### config.mk
export PLATFORM = sky130hd
export DESIGN_NAME = wide_snap_buf
export DESIGN_NICKNAME = d
export VERILOG_FILES = /design/src/rtl/wsb_pkg.sv /design/src/rtl/wsb_field_pack.sv /design/src/rtl/wsb_trig_sel.sv /design/src/rtl/wsb_snap_reg.sv /design/src/rtl/wsb_read_mux.sv /design/src/rtl/wide_snap_buf.sv
export SDC_FILE = /design/constraint.sdc
export NUM_CORES = 1
export LEC_CHECK = 0
export ABC_AREA = 1
export BUFFER_PORTS_ARGS = -buffer_cell sky130_fd_sc_hd__buf_2
export CORE_MARGIN = 4
export CORE_UTILIZATION = 46
export CTS_CLUSTER_SIZE = 30
export DETAILED_ROUTE_END_ITERATION = 7
export GPL_TIMING_DRIVEN = 1
export HOLD_SLACK_MARGIN = 0.03
export PLACE_DENSITY_LB_ADDON = 0.2
export SLEW_MARGIN = 25
export SYNTH_ARGS = -nofsm -noshare
export SYNTH_HDL_FRONTEND = slang
export SYNTH_SLANG_ARGS = --single-unit
### constraint.sdc
create_clock -name clk -period 0.9 [get_ports clk]
set_clock_uncertainty 0.15 [all_clocks]
set_input_delay 0.045 -clock clk [delete_from_list [all_inputs] [get_ports clk]]
set_output_delay 0.045 -clock clk [all_outputs]
set_load 0.1 [all_outputs]
### src/rtl/wsb_pkg.sv
package wsb_pkg;

    // Source of the event that loads the holding buffer
    typedef enum logic [1:0] {
        TRIG_SELF_READ = 2'd0,   // read access to sub-word 0
        TRIG_EXT_PIN   = 2'd1,   // dedicated trigger input
        TRIG_FIELD_BIT = 2'd2    // one-bit field value
    } trig_src_e;

endpackage

### src/rtl/wsb_field_pack.sv
module wsb_field_pack #(
    parameter int REG_W    = 64,
    parameter int NFLD     = 3,
    parameter int FLD_MAXW = 16,
    parameter int FLD_LO  [NFLD] = '{4, 20, 40},
    parameter int FLD_W   [NFLD] = '{12, 16, 16},
    parameter bit FLD_REV [NFLD] = '{1'b0, 1'b1, 1'b0}
) (
    input  logic [NFLD-1:0][FLD_MAXW-1:0] fld_value,
    output logic [REG_W-1:0]              packed_word
);

    // Each field contributes one zero-padded slot; slots are OR-merged
    logic [NFLD:0][REG_W-1:0] merge;
    assign merge[0] = '0;

    for (genvar g = 0; g < NFLD; g++) begin : g_fld
        logic [REG_W-1:0] slot;
        for (genvar b = 0; b < REG_W; b++) begin : g_bit
            if (b >= FLD_LO[g] && b < FLD_LO[g] + FLD_W[g]) begin : g_in
                localparam int OFS = b - FLD_LO[g];
                localparam int SRC = FLD_REV[g] ? (FLD_W[g] - 1 - OFS) : OFS;
                assign slot[b] = fld_value[g][SRC];
            end else begin : g_gap
                assign slot[b] = 1'b0;
            end
        end
        assign merge[g+1] = merge[g] | slot;
    end

    assign packed_word = merge[NFLD];

endmodule

### src/rtl/wsb_trig_sel.sv
module wsb_trig_sel #(
    parameter int                   NSUB         = 4,
    parameter wsb_pkg::trig_src_e   TRIG_SRC     = wsb_pkg::TRIG_SELF_READ,
    parameter bit                   EXT_ACT_HIGH = 1'b1
) (
    input  logic [NSUB-1:0] req_stb,
    input  logic            req_is_wr,
    input  logic            ext_trig,
    input  logic            fld_trig,
    output logic            cap_en
);

    logic unused_trig_inputs;

    if (TRIG_SRC == wsb_pkg::TRIG_SELF_READ) begin : g_self
        // Lowest sub-word (or the only one) read, not written
        assign cap_en             = req_stb[0] & ~req_is_wr;
        assign unused_trig_inputs = ^{ext_trig, fld_trig, req_stb};
    end else if (TRIG_SRC == wsb_pkg::TRIG_EXT_PIN) begin : g_ext
        if (EXT_ACT_HIGH) begin : g_hi
            assign cap_en = ext_trig;
        end else begin : g_lo
            assign cap_en = ~ext_trig;
        end
        assign unused_trig_inputs = ^{fld_trig, req_stb, req_is_wr};
    end else begin : g_fld
        assign cap_en             = fld_trig;
        assign unused_trig_inputs = ^{ext_trig, req_stb, req_is_wr};
    end

endmodule

### src/rtl/wsb_snap_reg.sv
module wsb_snap_reg #(
    parameter int REG_W = 64
) (
    input  logic             clk,
    input  logic             rst,
    input  logic             cap_en,
    input  logic [REG_W-1:0] packed_word,
    output logic [REG_W-1:0] snap_q
);

    always_ff @(posedge clk) begin
        if (rst) begin
            snap_q <= '0;
        end else if (cap_en) begin
            snap_q <= packed_word;
        end
    end

endmodule

### src/rtl/wsb_read_mux.sv
module wsb_read_mux #(
    parameter int REG_W = 64,
    parameter int ACC_W = 16
) (
    input  logic [REG_W/ACC_W-1:0] req_stb,
    input  logic                   req_is_wr,
    input  logic                   cap_en,
    input  logic [REG_W-1:0]       packed_word,
    input  logic [REG_W-1:0]       snap_q,
    output logic [ACC_W-1:0]       rd_data
);

    localparam int NSUB = REG_W / ACC_W;

    // During a capture cycle the new word is forwarded
    logic [REG_W-1:0] src_word;
    assign src_word = cap_en ? packed_word : snap_q;

    logic [NSUB:0][ACC_W-1:0] acc;
    assign acc[0] = '0;

    for (genvar k = 0; k < NSUB; k++) begin : g_sub
        logic sel;
        assign sel      = req_stb[k] & ~req_is_wr;
        assign acc[k+1] = acc[k] | ({ACC_W{sel}} & src_word[k*ACC_W +: ACC_W]);
    end

    assign rd_data = acc[NSUB];

endmodule

### src/rtl/wide_snap_buf.sv
module wide_snap_buf #(
    parameter int                 REG_W        = 64,
    parameter int                 ACC_W        = 16,
    parameter int                 NFLD         = 3,
    parameter int                 FLD_MAXW     = 16,
    parameter int                 FLD_LO  [NFLD] = '{4, 20, 40},
    parameter int                 FLD_W   [NFLD] = '{12, 16, 16},
    parameter bit                 FLD_REV [NFLD] = '{1'b0, 1'b1, 1'b0},
    parameter wsb_pkg::trig_src_e TRIG_SRC     = wsb_pkg::TRIG_SELF_READ,
    parameter bit                 EXT_ACT_HIGH = 1'b1
) (
    input  logic                          clk,
    input  logic                          rst,
    input  logic [REG_W/ACC_W-1:0]        req_stb,
    input  logic                          req_is_wr,
    input  logic                          ext_trig,
    input  logic                          fld_trig,
    input  logic [NFLD-1:0][FLD_MAXW-1:0] fld_value,
    output logic [ACC_W-1:0]              rd_data
);

    localparam int NSUB = REG_W / ACC_W;

    logic [REG_W-1:0] packed_word;
    logic [REG_W-1:0] snap_q;
    logic             cap_en;

    wsb_field_pack #(
        .REG_W(REG_W), .NFLD(NFLD), .FLD_MAXW(FLD_MAXW),
        .FLD_LO(FLD_LO), .FLD_W(FLD_W), .FLD_REV(FLD_REV)
    ) u_pack (
        .fld_value  (fld_value),
        .packed_word(packed_word)
    );

    wsb_trig_sel #(
        .NSUB(NSUB), .TRIG_SRC(TRIG_SRC), .EXT_ACT_HIGH(EXT_ACT_HIGH)
    ) u_trig (
        .req_stb  (req_stb),
        .req_is_wr(req_is_wr),
        .ext_trig (ext_trig),
        .fld_trig (fld_trig),
        .cap_en   (cap_en)
    );

    wsb_snap_reg #(
        .REG_W(REG_W)
    ) u_snap (
        .clk        (clk),
        .rst        (rst),
        .cap_en     (cap_en),
        .packed_word(packed_word),
        .snap_q     (snap_q)
    );

    wsb_read_mux #(
        .REG_W(REG_W), .ACC_W(ACC_W)
    ) u_rmux (
        .req_stb    (req_stb),
        .req_is_wr  (req_is_wr),
        .cap_en     (cap_en),
        .packed_word(packed_word),
        .snap_q     (snap_q),
        .rd_data    (rd_data)
    );

endmodule

==> flow_metrics.py <==
metrics = {
    "status": {
        "status": "finished with violations",
        "violations": "negative hold slack, negative setup slack",
    },
    "placement": {
        "placedCellCount": 547,
        "dp_slack_ns": -0.400,
        "io_buffers": 66,
        "hpwl_um": 4780,
        "place_area_sq_um": 3460,
        "place_congestion": 0.816,
    },
    "floorplanning": {
        "die_height_um": 81.1,
        "rows": 26,
        "die_area_sq_um": 6580,
        "die_w_um": 81.1,
        "ioPinCount": 73,
        "start_util_pct": 47.8,
        "core_area_sq_um": 5140,
    },
    "setup_path": {
        "start_kind": "flop",
        "reg2reg_depth": 5,
        "cp_data_required_time_ns": 0.70,
        "crit_arrival_ns": 1.19,
        "criticalPathCategory": "flop to output pin",
        "cp-end-kind": "output pin",
        "crit_path_start": "u_snap.snap_q[57]$_SDFF_PP0_",
        "crit_fanout": 2,
        "reg2reg_setup_slack_ns": -0.01,
        "r2r_start": "u_snap.snap_q[53]$_SDFF_PP0_",
    },
    "clock_network": {
        "clk_pin_slew_ns": 0.09,
        "cts.sinks": 48,
        "clock_latency_ns": 0.30,
        "htreeDepth": 2,
        "clk_path_buf_depth": 2,
        "cts_buffers": 5,
        "clock-root-buffer": "clkbuf_8",
        "cts_tree": "built",
    },
    "power": {
        "power.density_nw_per_um2": 1400,
        "p_leak_uw": 0.00204,
        "peakVddDrop_mv": 1.07,
    },
    "detailed_routing": {
        "wl_per_cell_um": 13.3,
        "dr.pass1.iters": 4,
        "viasPerCell": 4.70,
        "vias": 2651,
        "drt-total-wl_um": 7480,
        "drc": 0,
        "final_antenna_net_count": 0,
        "drtIter0Drc": 170,
    },
    "yosys": {
        "ys_seq_area_share_pct": 39.1,
        "synth.cell_area_sq_um": 2460,
        "synth_common_cells": "136 x nand2_1, 80 x inv_1, 52 x nand3_1",
        "synth_edf_count": 0,
        "syn_area_per_cell_sq_um": 6.07,
        "syn_nets": 462,
        "synthTopCellsByArea": "dfxtp_1 39%, nand2_1 21%, inv_1 12%",
        "synthArstFlopShare_pct": 0,
        "ys_types": 13,
        "synth_seq_cells": 48,
        "synth_top_area_share_pct": 39.1,
        "syn_inst": 405,
        "ys_warn_count": 0,
        "yosys.area.top_type": "dfxtp_1",
        "synth.most_common_cell": "nand2_1",
        "synthFlopType": "dfxtp_1",
    },
    "flow_run": {
        "cap_violations": 0,
    },
    "cells_and_area": {
        "final_area_sq_um": 3960,
        "largest_reg_flops": 48,
        "area_growth_pct": 60.9,
        "nFillCells": 374,
        "multiInputGateArea_sq_um": 1480,
        "drive_above_1_share_pct": 47.4,
        "largest-register": "u_snap.snap_q",
        "antenna_cells": 0,
        "stdcell_count": 564,
        "seq_area_sq_um": 992,
        "final_core_util_pct": 76.9,
        "reg.largest.list": "u_snap.snap_q (48)",
        "nets": 550,
    },
    "sta": {
        "rsz0062_at_grt": "true",
        "holdWs_ns": -0.0893,
        "timing.fmax_mhz": 723,
        "worst_slew_pin_slew_ns": 0.363,
        "period_needed_ns": 1.38,
        "worst_slack_ns": -0.484,
        "hold_viol": 21,
        "setup_viol": 19,
        "maxSlewHeadroom_pct": 75.7,
        "finalCritPeriodShare_pct": 154,
        "final-max-slew-violation-count": 0,
    },
    "global_route": {
        "grt_pass1_wl_um": 11500,
        "grt_start_max_net_pins": 49,
        "antenna_found_initial": 0,
        "grt_overflow": 0,
        "track_usage_pct": 22.6,
        "grt_pass1_vias": 2488,
    },
    "min_path": {
        "hold_depth": 5,
        "worstHoldPathType": "input port to flop",
        "worstHoldStart": "fld_value[23]",
    },
}
[per-stage QoR]
step	setup TNS (ns)	power [uW]	hold slack [ns]
after floorplan	-2.80	3390	0.106
after global placement	-11.42	3980	0.215
after detailed placement	-12.88	4010	0.223
after CTS	-6.67	5400	-0.0915
after global routing	-7.88	5770	-0.0661
final	-6.65	5530	-0.0893
[cells by family after synthesis]
family	count (synthesis)	share of synthesized area, %
and+or+nand+nor	253	42.9
buffers and inverters	104	18.0
DFF	48	39.1
[critical path, stage by stage (launching register included)]
cell     delay, ns
dfxtp_2       0.34
nand4_1       0.14
nand2_1       0.13
inv_2         0.05
nand3_4       0.06
buf_12        0.17
[placed cells by master, fill, tap and decap left out, drive strengths merged]
cell type	instances
clkinv	2
nand4	12
nand3	52
buf	101
nand2	137
nor2	52
dfxtp	48
clkbuf	9
inv	81
[per-layer routing]
layer  up-vias  part of all wire (%)  GRT usage (%)
met5         -                     0              0
met4         0                   1.1           7.09
met2        75                    50           36.9
met1      1194                    44           30.1
met3        10                   5.4           4.32
li1       1372                     -              -
[worst paths after layout]
| kind | to |
|---|---|
| worst min-delay path | u_snap.snap_q[28]$_SDFF_PP0_ |
| worst max-delay path | rd_data[9] |
| worst max register to register | u_snap.snap_q[53]$_SDFF_PP0_ |
| worst min register to register | u_snap.snap_q[36]$_SDFF_PP0_ |
[repair_timing]
item	CTS	global route
endpoints found under the hold margin	27	22
setup buffers	3	5
endpoints found under the setup margin	16	24
cloned	0	3
gates resized for setup	64	47
pin swaps	34	22
[power by group]
group          switching, uW  internal [uW]
logic                   1180            757
registers               29.3           2220
clock network            721            615
total                   1930           3600
[area by class of cell]
type | count | share of cell area (%)
multi-input cells | 253 | 37.4
repair buffers | 104 | 25.2
flip-flops and latches | 48 | 25.1
inverters | 81 | 7.69
well taps | 70 | 2.21
clock buffers | 6 | 2.09
clock inverters | 2 | 0.253
No activity file was read; power rests on OpenSTA's default activity.
